===== config.mk =====
export PLATFORM = sky130hd
export DESIGN_NAME = eeprom_i2c_slave
export DESIGN_NICKNAME = d
export VERILOG_FILES = /design/src/rtl/eeprom_i2c_pkg.sv /design/src/rtl/i2c_bus_sampler.sv /design/src/rtl/eeprom_byte_store.sv /design/src/rtl/eeprom_i2c_slave.sv
export SDC_FILE = /design/constraint.sdc
export NUM_CORES = 2
export LEC_CHECK = 0
export ABC_CLOCK_PERIOD_IN_PS = 7800
export BUFFER_PORTS_ARGS = -buffer_cell sky130_fd_sc_hd__buf_4
export CORE_UTILIZATION = 60
export DETAILED_ROUTE_END_ITERATION = 10
export PLACE_DENSITY = 0.86
export SLEW_MARGIN = 20
export SYNTH_ARGS = -nofsm -noshare
export SYNTH_HDL_FRONTEND = slang
export SYNTH_SLANG_ARGS = --single-unit

===== constraint.sdc =====
create_clock -name clk -period 7.8 [get_ports clk]
set_input_delay 2.34 -clock clk [delete_from_list [all_inputs] [get_ports clk]]
set_output_delay 2.34 -clock clk [all_outputs]
set_load 0.03 [all_outputs]

===== src/rtl/eeprom_i2c_pkg.sv =====
package eeprom_i2c_pkg;

    localparam int BYTE_W = 8;
    localparam logic [3:0] DEVICE_TYPE = 4'b1010;

    // transfer phase of the slave
    typedef enum logic [2:0] {
        ST_IDLE,
        ST_RX,
        ST_RX_ACK,
        ST_TX,
        ST_TX_ACK
    } phase_e;

    // meaning of the next received byte
    typedef enum logic [1:0] {
        RX_CTRL,
        RX_WADDR,
        RX_WDATA
    } rxrole_e;

endpackage


===== src/rtl/i2c_bus_sampler.sv =====
module i2c_bus_sampler #(
    parameter int STAGES = 2
) (
    input  logic clk,
    input  logic rst_n,
    input  logic scl_i,
    input  logic sda_i,
    output logic sda_s,
    output logic scl_rise,
    output logic scl_fall,
    output logic start_ev,
    output logic stop_ev
);

    logic [STAGES-1:0] scl_ff_q, sda_ff_q;
    logic              scl_prev_q, sda_prev_q;
    logic              scl_s;

    always_ff @(posedge clk or negedge rst_n) begin
        if (!rst_n) begin
            scl_ff_q   <= '1;
            sda_ff_q   <= '1;
            scl_prev_q <= 1'b1;
            sda_prev_q <= 1'b1;
        end else begin
            scl_ff_q   <= {scl_ff_q[STAGES-2:0], scl_i};
            sda_ff_q   <= {sda_ff_q[STAGES-2:0], sda_i};
            scl_prev_q <= scl_ff_q[STAGES-1];
            sda_prev_q <= sda_ff_q[STAGES-1];
        end
    end

    assign scl_s    = scl_ff_q[STAGES-1];
    assign sda_s    = sda_ff_q[STAGES-1];
    assign scl_rise = scl_s & ~scl_prev_q;
    assign scl_fall = ~scl_s & scl_prev_q;
    // data edges while the clock stays high mark bus conditions
    assign start_ev = scl_s & scl_prev_q & sda_prev_q & ~sda_s;
    assign stop_ev  = scl_s & scl_prev_q & ~sda_prev_q & sda_s;

endmodule


===== src/rtl/eeprom_byte_store.sv =====
module eeprom_byte_store #(
    parameter int ADDR_W = 8,
    parameter int DATA_W = 8
) (
    input  logic              clk,
    input  logic              rst_n,
    input  logic              we,
    input  logic [ADDR_W-1:0] addr,
    input  logic [DATA_W-1:0] wdata,
    output logic [DATA_W-1:0] rdata
);

    localparam int DEPTH = 1 << ADDR_W;

    logic [DATA_W-1:0] cells_q [DEPTH];

    always_ff @(posedge clk or negedge rst_n) begin
        if (!rst_n) begin
            for (int i = 0; i < DEPTH; i++) begin
                cells_q[i] <= '0;
            end
        end else if (we) begin
            cells_q[addr] <= wdata;
        end
    end

    assign rdata = cells_q[addr];

endmodule


===== src/rtl/eeprom_i2c_slave.sv =====
module eeprom_i2c_slave
    import eeprom_i2c_pkg::*;
#(
    parameter int ADDR_W      = 8,
    parameter int PAGE_W      = 3,
    parameter int SYNC_STAGES = 2
) (
    input  logic       clk,
    input  logic       rst_n,
    input  logic       scl_i,
    input  logic       sda_i,
    input  logic [2:0] sel_i,
    output logic       sda_oe_o
);

    localparam int CNT_W = $clog2(BYTE_W) + 1;
    localparam logic [CNT_W-1:0] BIT_LAST = CNT_W'(BYTE_W - 1);

    typedef struct packed {
        phase_e              phase;
        rxrole_e             role;
        logic [BYTE_W-1:0]   shreg;
        logic [CNT_W-1:0]    bitcnt;
        logic                follow_tx;
        logic                oe;
        logic [ADDR_W-1:0]   ptr;
    } slv_state_t;

    slv_state_t cur_q, nxt_d;

    logic              sda_s, scl_rise, scl_fall, bus_start, bus_stop;
    logic              mem_we;
    logic [BYTE_W-1:0] mem_rdata, rx_byte;
    logic [ADDR_W-1:0] page_next;
    logic              ctrl_match;
    logic              in_idle;
    logic [ADDR_W-PAGE_W-1:0] ptr_page;

    i2c_bus_sampler #(
        .STAGES(SYNC_STAGES)
    ) i_sampler (
        .clk      (clk),
        .rst_n    (rst_n),
        .scl_i    (scl_i),
        .sda_i    (sda_i),
        .sda_s    (sda_s),
        .scl_rise (scl_rise),
        .scl_fall (scl_fall),
        .start_ev (bus_start),
        .stop_ev  (bus_stop)
    );

    eeprom_byte_store #(
        .ADDR_W(ADDR_W),
        .DATA_W(BYTE_W)
    ) i_store (
        .clk   (clk),
        .rst_n (rst_n),
        .we    (mem_we),
        .addr  (cur_q.ptr),
        .wdata (rx_byte),
        .rdata (mem_rdata)
    );

    assign rx_byte    = {cur_q.shreg[BYTE_W-2:0], sda_s};
    assign ctrl_match = (rx_byte[7:4] == DEVICE_TYPE) && (rx_byte[3:1] == sel_i);
    assign page_next  = {cur_q.ptr[ADDR_W-1:PAGE_W], cur_q.ptr[PAGE_W-1:0] + 1'b1};

    always_comb begin
        nxt_d  = cur_q;
        mem_we = 1'b0;
        if (bus_start) begin
            nxt_d.phase     = ST_RX;
            nxt_d.role      = RX_CTRL;
            nxt_d.bitcnt    = '0;
            nxt_d.oe        = 1'b0;
            nxt_d.follow_tx = 1'b0;
        end else if (bus_stop) begin
            nxt_d.phase = ST_IDLE;
            nxt_d.oe    = 1'b0;
        end else begin
            case (cur_q.phase)
                ST_RX: begin
                    if (scl_rise) begin
                        nxt_d.shreg  = rx_byte;
                        nxt_d.bitcnt = cur_q.bitcnt + 1'b1;
                        if (cur_q.bitcnt == BIT_LAST) begin
                            nxt_d.bitcnt    = '0;
                            nxt_d.phase     = ST_RX_ACK;
                            nxt_d.follow_tx = 1'b0;
                            case (cur_q.role)
                                RX_CTRL: begin
                                    if (ctrl_match) begin
                                        nxt_d.follow_tx = rx_byte[0];
                                        if (!rx_byte[0]) nxt_d.role = RX_WADDR;
                                    end else begin
                                        nxt_d.phase = ST_IDLE;
                                    end
                                end
                                RX_WADDR: begin
                                    nxt_d.ptr  = rx_byte[ADDR_W-1:0];
                                    nxt_d.role = RX_WDATA;
                                end
                                default: begin
                                    mem_we    = 1'b1;
                                    nxt_d.ptr = page_next;
                                end
                            endcase
                        end
                    end
                end
                ST_RX_ACK: begin
                    if (scl_fall) begin
                        if (!cur_q.oe) begin
                            nxt_d.oe = 1'b1;
                        end else if (cur_q.follow_tx) begin
                            nxt_d.phase  = ST_TX;
                            nxt_d.shreg  = mem_rdata;
                            nxt_d.bitcnt = '0;
                            nxt_d.oe     = ~mem_rdata[BYTE_W-1];
                        end else begin
                            nxt_d.phase = ST_RX;
                            nxt_d.oe    = 1'b0;
                        end
                    end
                end
                ST_TX: begin
                    if (scl_fall) begin
                        if (cur_q.bitcnt == BIT_LAST) begin
                            nxt_d.oe        = 1'b0;
                            nxt_d.phase     = ST_TX_ACK;
                            nxt_d.bitcnt    = '0;
                            nxt_d.follow_tx = 1'b0;
                            nxt_d.ptr       = cur_q.ptr + 1'b1;
                        end else begin
                            nxt_d.oe     = ~cur_q.shreg[BYTE_W-2];
                            nxt_d.shreg  = {cur_q.shreg[BYTE_W-2:0], 1'b0};
                            nxt_d.bitcnt = cur_q.bitcnt + 1'b1;
                        end
                    end
                end
                ST_TX_ACK: begin
                    if (scl_rise) begin
                        nxt_d.follow_tx = ~sda_s;
                    end else if (scl_fall) begin
                        if (cur_q.follow_tx) begin
                            nxt_d.phase  = ST_TX;
                            nxt_d.shreg  = mem_rdata;
                            nxt_d.bitcnt = '0;
                            nxt_d.oe     = ~mem_rdata[BYTE_W-1];
                        end else begin
                            nxt_d.phase = ST_IDLE;
                            nxt_d.oe    = 1'b0;
                        end
                    end
                end
                default: begin
                    nxt_d.oe = 1'b0;
                end
            endcase
        end
    end

    always_ff @(posedge clk or negedge rst_n) begin
        if (!rst_n) begin
            cur_q <= '{phase: ST_IDLE, role: RX_CTRL, shreg: '0, bitcnt: '0,
                       follow_tx: 1'b0, oe: 1'b0, ptr: '0};
        end else begin
            cur_q <= nxt_d;
        end
    end

    assign sda_oe_o = cur_q.oe;
    assign in_idle  = (cur_q.phase == ST_IDLE);
    assign ptr_page = cur_q.ptr[ADDR_W-1:PAGE_W];

endmodule



==> results_dict.tcl <==
set metrics [dict create \
    die-width_um 400 \
    finalSetupTns_ns 0 \
    inserted_diodes 0 \
    grt_pass1_vias 57800 \
    clockRootBuffer "clkbuf_16" \
    mean_cell_area_of_the_mapped_netlist_um2 16.0 \
    synthTopCellsByCount "dfrtp_1, mux2_2, mux4_2" \
    maxSlewHeadroom_pct 10.5 \
    finalClockSkew_ns 0.0565 \
    synth_area_um2 95000 \
    setup_violations_final 0 \
    route.detailed.vias_per_inst 6.80 \
    layout.filler_cells 10000 \
    worst_skew_pair.late_latency_ns 0.88 \
    dr.pass1.iters 5 \
    worst_setup_path_end_kind "flop" \
    overflow 0 \
    ir_drop_worst_case_vdd_v 0.000431 \
    final_layout_size_suffix_gt1_share_pct 55.2 \
    area_growth_pct 9.57 \
    static_leakage_power_nw 48.8 \
    start_util_pct 60.6 \
    cts-hold-fix-buffers 0 \
    postLayoutSetupSlackWorst_ns 3.04 \
    netlist_top_cells_area "dfrtp_1, mux2_2, mux4_2" \
    detailedPlacementHpwl_mm 144 \
    num_vias 54500 \
    tritoncts_num_sinks 2080 \
    rsz0062_at_grt "no" \
    post_drt_wl_per_cell_um 30.1 \
    dpl_worst_slack_ns 3.28 \
    fmax_ghz 0.210 \
    numCtsBuffers 205 \
    post-synth-top-area-fraction_pct 54.6 \
    synth_warnings 0 \
    final.period_utilization_pct 61.0 \
    report.final.hold_viol_count 0 \
    post_cts_resized 0 \
    antenna_found_initial 4 \
    period_needed_ns 4.76 \
    detail-route-antenna-nets 0 \
    post_synth_num_cell_types 62 \
    cts_htree_levels 4 \
    count_of_pins_over_their_slew_limit 0 \
    worst_ep_arrival_time_ns 5.49 \
    cp-start-kind "flop" \
    worst_hold_path_type "flop to flop" \
    drtIter0Drc 5105 \
    status "complete, no violations" \
    drv_cap 0 \
    boundaryPins 8 \
    place_inst 7643 \
    nets 5806 \
    global_route_wire_length_before_repair_mm 374 \
    finish.utilization_pct 66.4 \
    crit_fanout 122 \
    die_area_um2 160000 \
    synth_cells 5931 \
    cp.required_ns 8.53 \
    grt_max_degree 202 \
    postSynth.asyncResetShare_pct 100 \
    clk_pin_slew_ns 0.07 \
    synthMostInstantiatedCell "dfrtp_1" \
    place.gp.congestion 0.958 \
    rows 145 \
    grt_use_total_pct 31.3 \
    seq_area_frac_synth_pct 54.8 \
    design.core.area_um2 157000 \
    count_of_input_and_output_buffers 7 \
    yosys_most_used_dff "dfrtp_1" \
    postCtsSetupRepairBufs 0 \
    cts.path.max_buffers 3 \
    worst-setup-path-type "flop to flop" \
    ys_ff_latch 2080 \
    pwr_density_cell_nw_per_um2 242 \
    route.final.wire_length_mm 241 \
    worst_slew_pin_slew_ns 1.34 \
    die_height_um 400 \
    finish.cell_count_without_fillers 8023 \
    synth_fp_nets 5943 \
    post-synth-top-area-cell "dfrtp_1" \
    drc_errors 0 \
    synth_enable_flop_cells 0 \
    tritoncts "built" \
]
## flip-flops by register name, summed over array words and instances (netlist names)
signal                flops
i_sampler.sda_ff_q        2
i_sampler.sda_prev_q      1
i_sampler.scl_ff_q        2
i_store.cells_q        2048
sda_oe_o                  1
cur_q                    25
i_sampler.scl_prev_q      1
## per-stage QoR
step / hold WS [ns] / total power [mW] / instance area [µm²]
after global placement: 0.374 / 14.7 / 96800
final: 0.382 / 25.2 / 104000
after floorplan: 0.345 / 13.5 / 95000
after detailed placement: 0.378 / 14.8 / 96800
after global routing: 0.386 / 25.9 / 104000
after CTS: 0.384 / 25.2 / 104000
## worst paths after layout
kind | from | to | slack (ns) | depth (start not counted)
setup / recovery | cur_q[1] | cur_q[17] | 3.04 | 9
setup reg to reg | cur_q[1] | cur_q[17] | 3.04 | 9
min in group asynchronous | rst_n | i_store.cells_q[1828] | 1.43 | 1
max in group asynchronous | rst_n | i_store.cells_q[1489] | 4.48 | 3
hold / removal | i_sampler.sda_ff_q[0] | i_sampler.sda_ff_q[1] | 0.38 | 0
hold reg to reg | i_sampler.sda_ff_q[0] | i_sampler.sda_ff_q[1] | 0.38 | 0
## logic make-up after synthesis
group                    count (synthesis)  share of synthesized area, %
AO/OA/AOI/OAI                          195                          1.39
multiplexers                          2693                          39.0
XOR/XNOR                                 3                        0.0277
adder cells (fa/ha/maj)                  5                        0.0658
AND/OR/NAND/NOR                        504                          2.66
flip-flops                            2080                          54.8
buffers and inverters                  451                          2.05
## power by group
| part | switching, mW | total [mW] | internal [mW] |
|---|---|---|---|
| Clock | 4.36 | 10.5 | 6.11 |
| Sequential | 0.484 | 11.3 | 10.8 |
| Combinational | 2.51 | 3.41 | 0.904 |
## final cells by class
type | instances | area [µm²] | area share (%)
Clock inverter | 81 | 1280 | 1.23
Timing Repair Buffer | 100 | 1090 | 1.05
Sequential cell | 2080 | 52100 | 50.0
Clock buffer | 297 | 5970 | 5.73
Multi-Input combinational cell | 3400 | 41100 | 39.4
Inverter | 7 | 33.8 | 0.0324
Tap cell | 2058 | 2570 | 2.47
## cells in the final DEF, fill, tap and decap left out, types with 6 or more instances in the layout
| cell type | netlist | layout |
|---|---|---|
| nor2_1 | 137 | 135 |
| dfrtp_4 | 0 | 11 |
| clkbuf_1 | 306 | 43 |
| buf_4 | 20 | 72 |
| clkbuf_16 | 0 | 205 |
| a31oi_1 | 11 | 11 |
| a21o_1 | 7 | 7 |
| a21oi_1 | 33 | 33 |
| nor3_1 | 12 | 12 |
| mux2_2 | 2051 | 2051 |
| a211oi_1 | 8 | 8 |
| nor2b_1 | 12 | 9 |
| clkinv_2 | 0 | 37 |
| o31ai_1 | 7 | 7 |
| o22ai_1 | 20 | 20 |
| a22oi_1 | 33 | 33 |
| nand2_2 | 0 | 14 |
| nand2_1 | 105 | 91 |
| nand2b_1 | 14 | 14 |
| o21ai_0 | 30 | 30 |
| a32oi_1 | 9 | 9 |
| buf_12 | 0 | 23 |
| clkinv_16 | 0 | 7 |
| dfrtp_1 | 2074 | 2062 |
| mux2i_1 | 38 | 38 |
| nor2_2 | 160 | 162 |
| bufinv_16 | 0 | 23 |
| nand3_1 | 24 | 24 |
| nand3b_1 | 7 | 7 |
| nand4_1 | 6 | 6 |
| clkbuf_8 | 0 | 49 |
| mux4_2 | 604 | 604 |
| o211ai_1 | 6 | 6 |
## critical path: stages (launching register included)
cell and delay [ns]:
dfrtp_4 0.78, buf_12 0.66, buf_4 0.77, mux4_2 0.41, mux2i_1 0.33, a32oi_1 0.20
o211ai_1 0.27, a21oi_1 0.23, a2111oi_0 0.64, a31oi_1 0.16
## routing by layer
metal,vias to the layer above,track usage [%],wire length (µm)
met5,-,0,46
met4,6,14.9,13200
met3,678,7.86,21400
met2,2320,47.3,113000
met1,29600,42.9,93600
li1,21900,-,-
(Power assumes the default switching activity.)
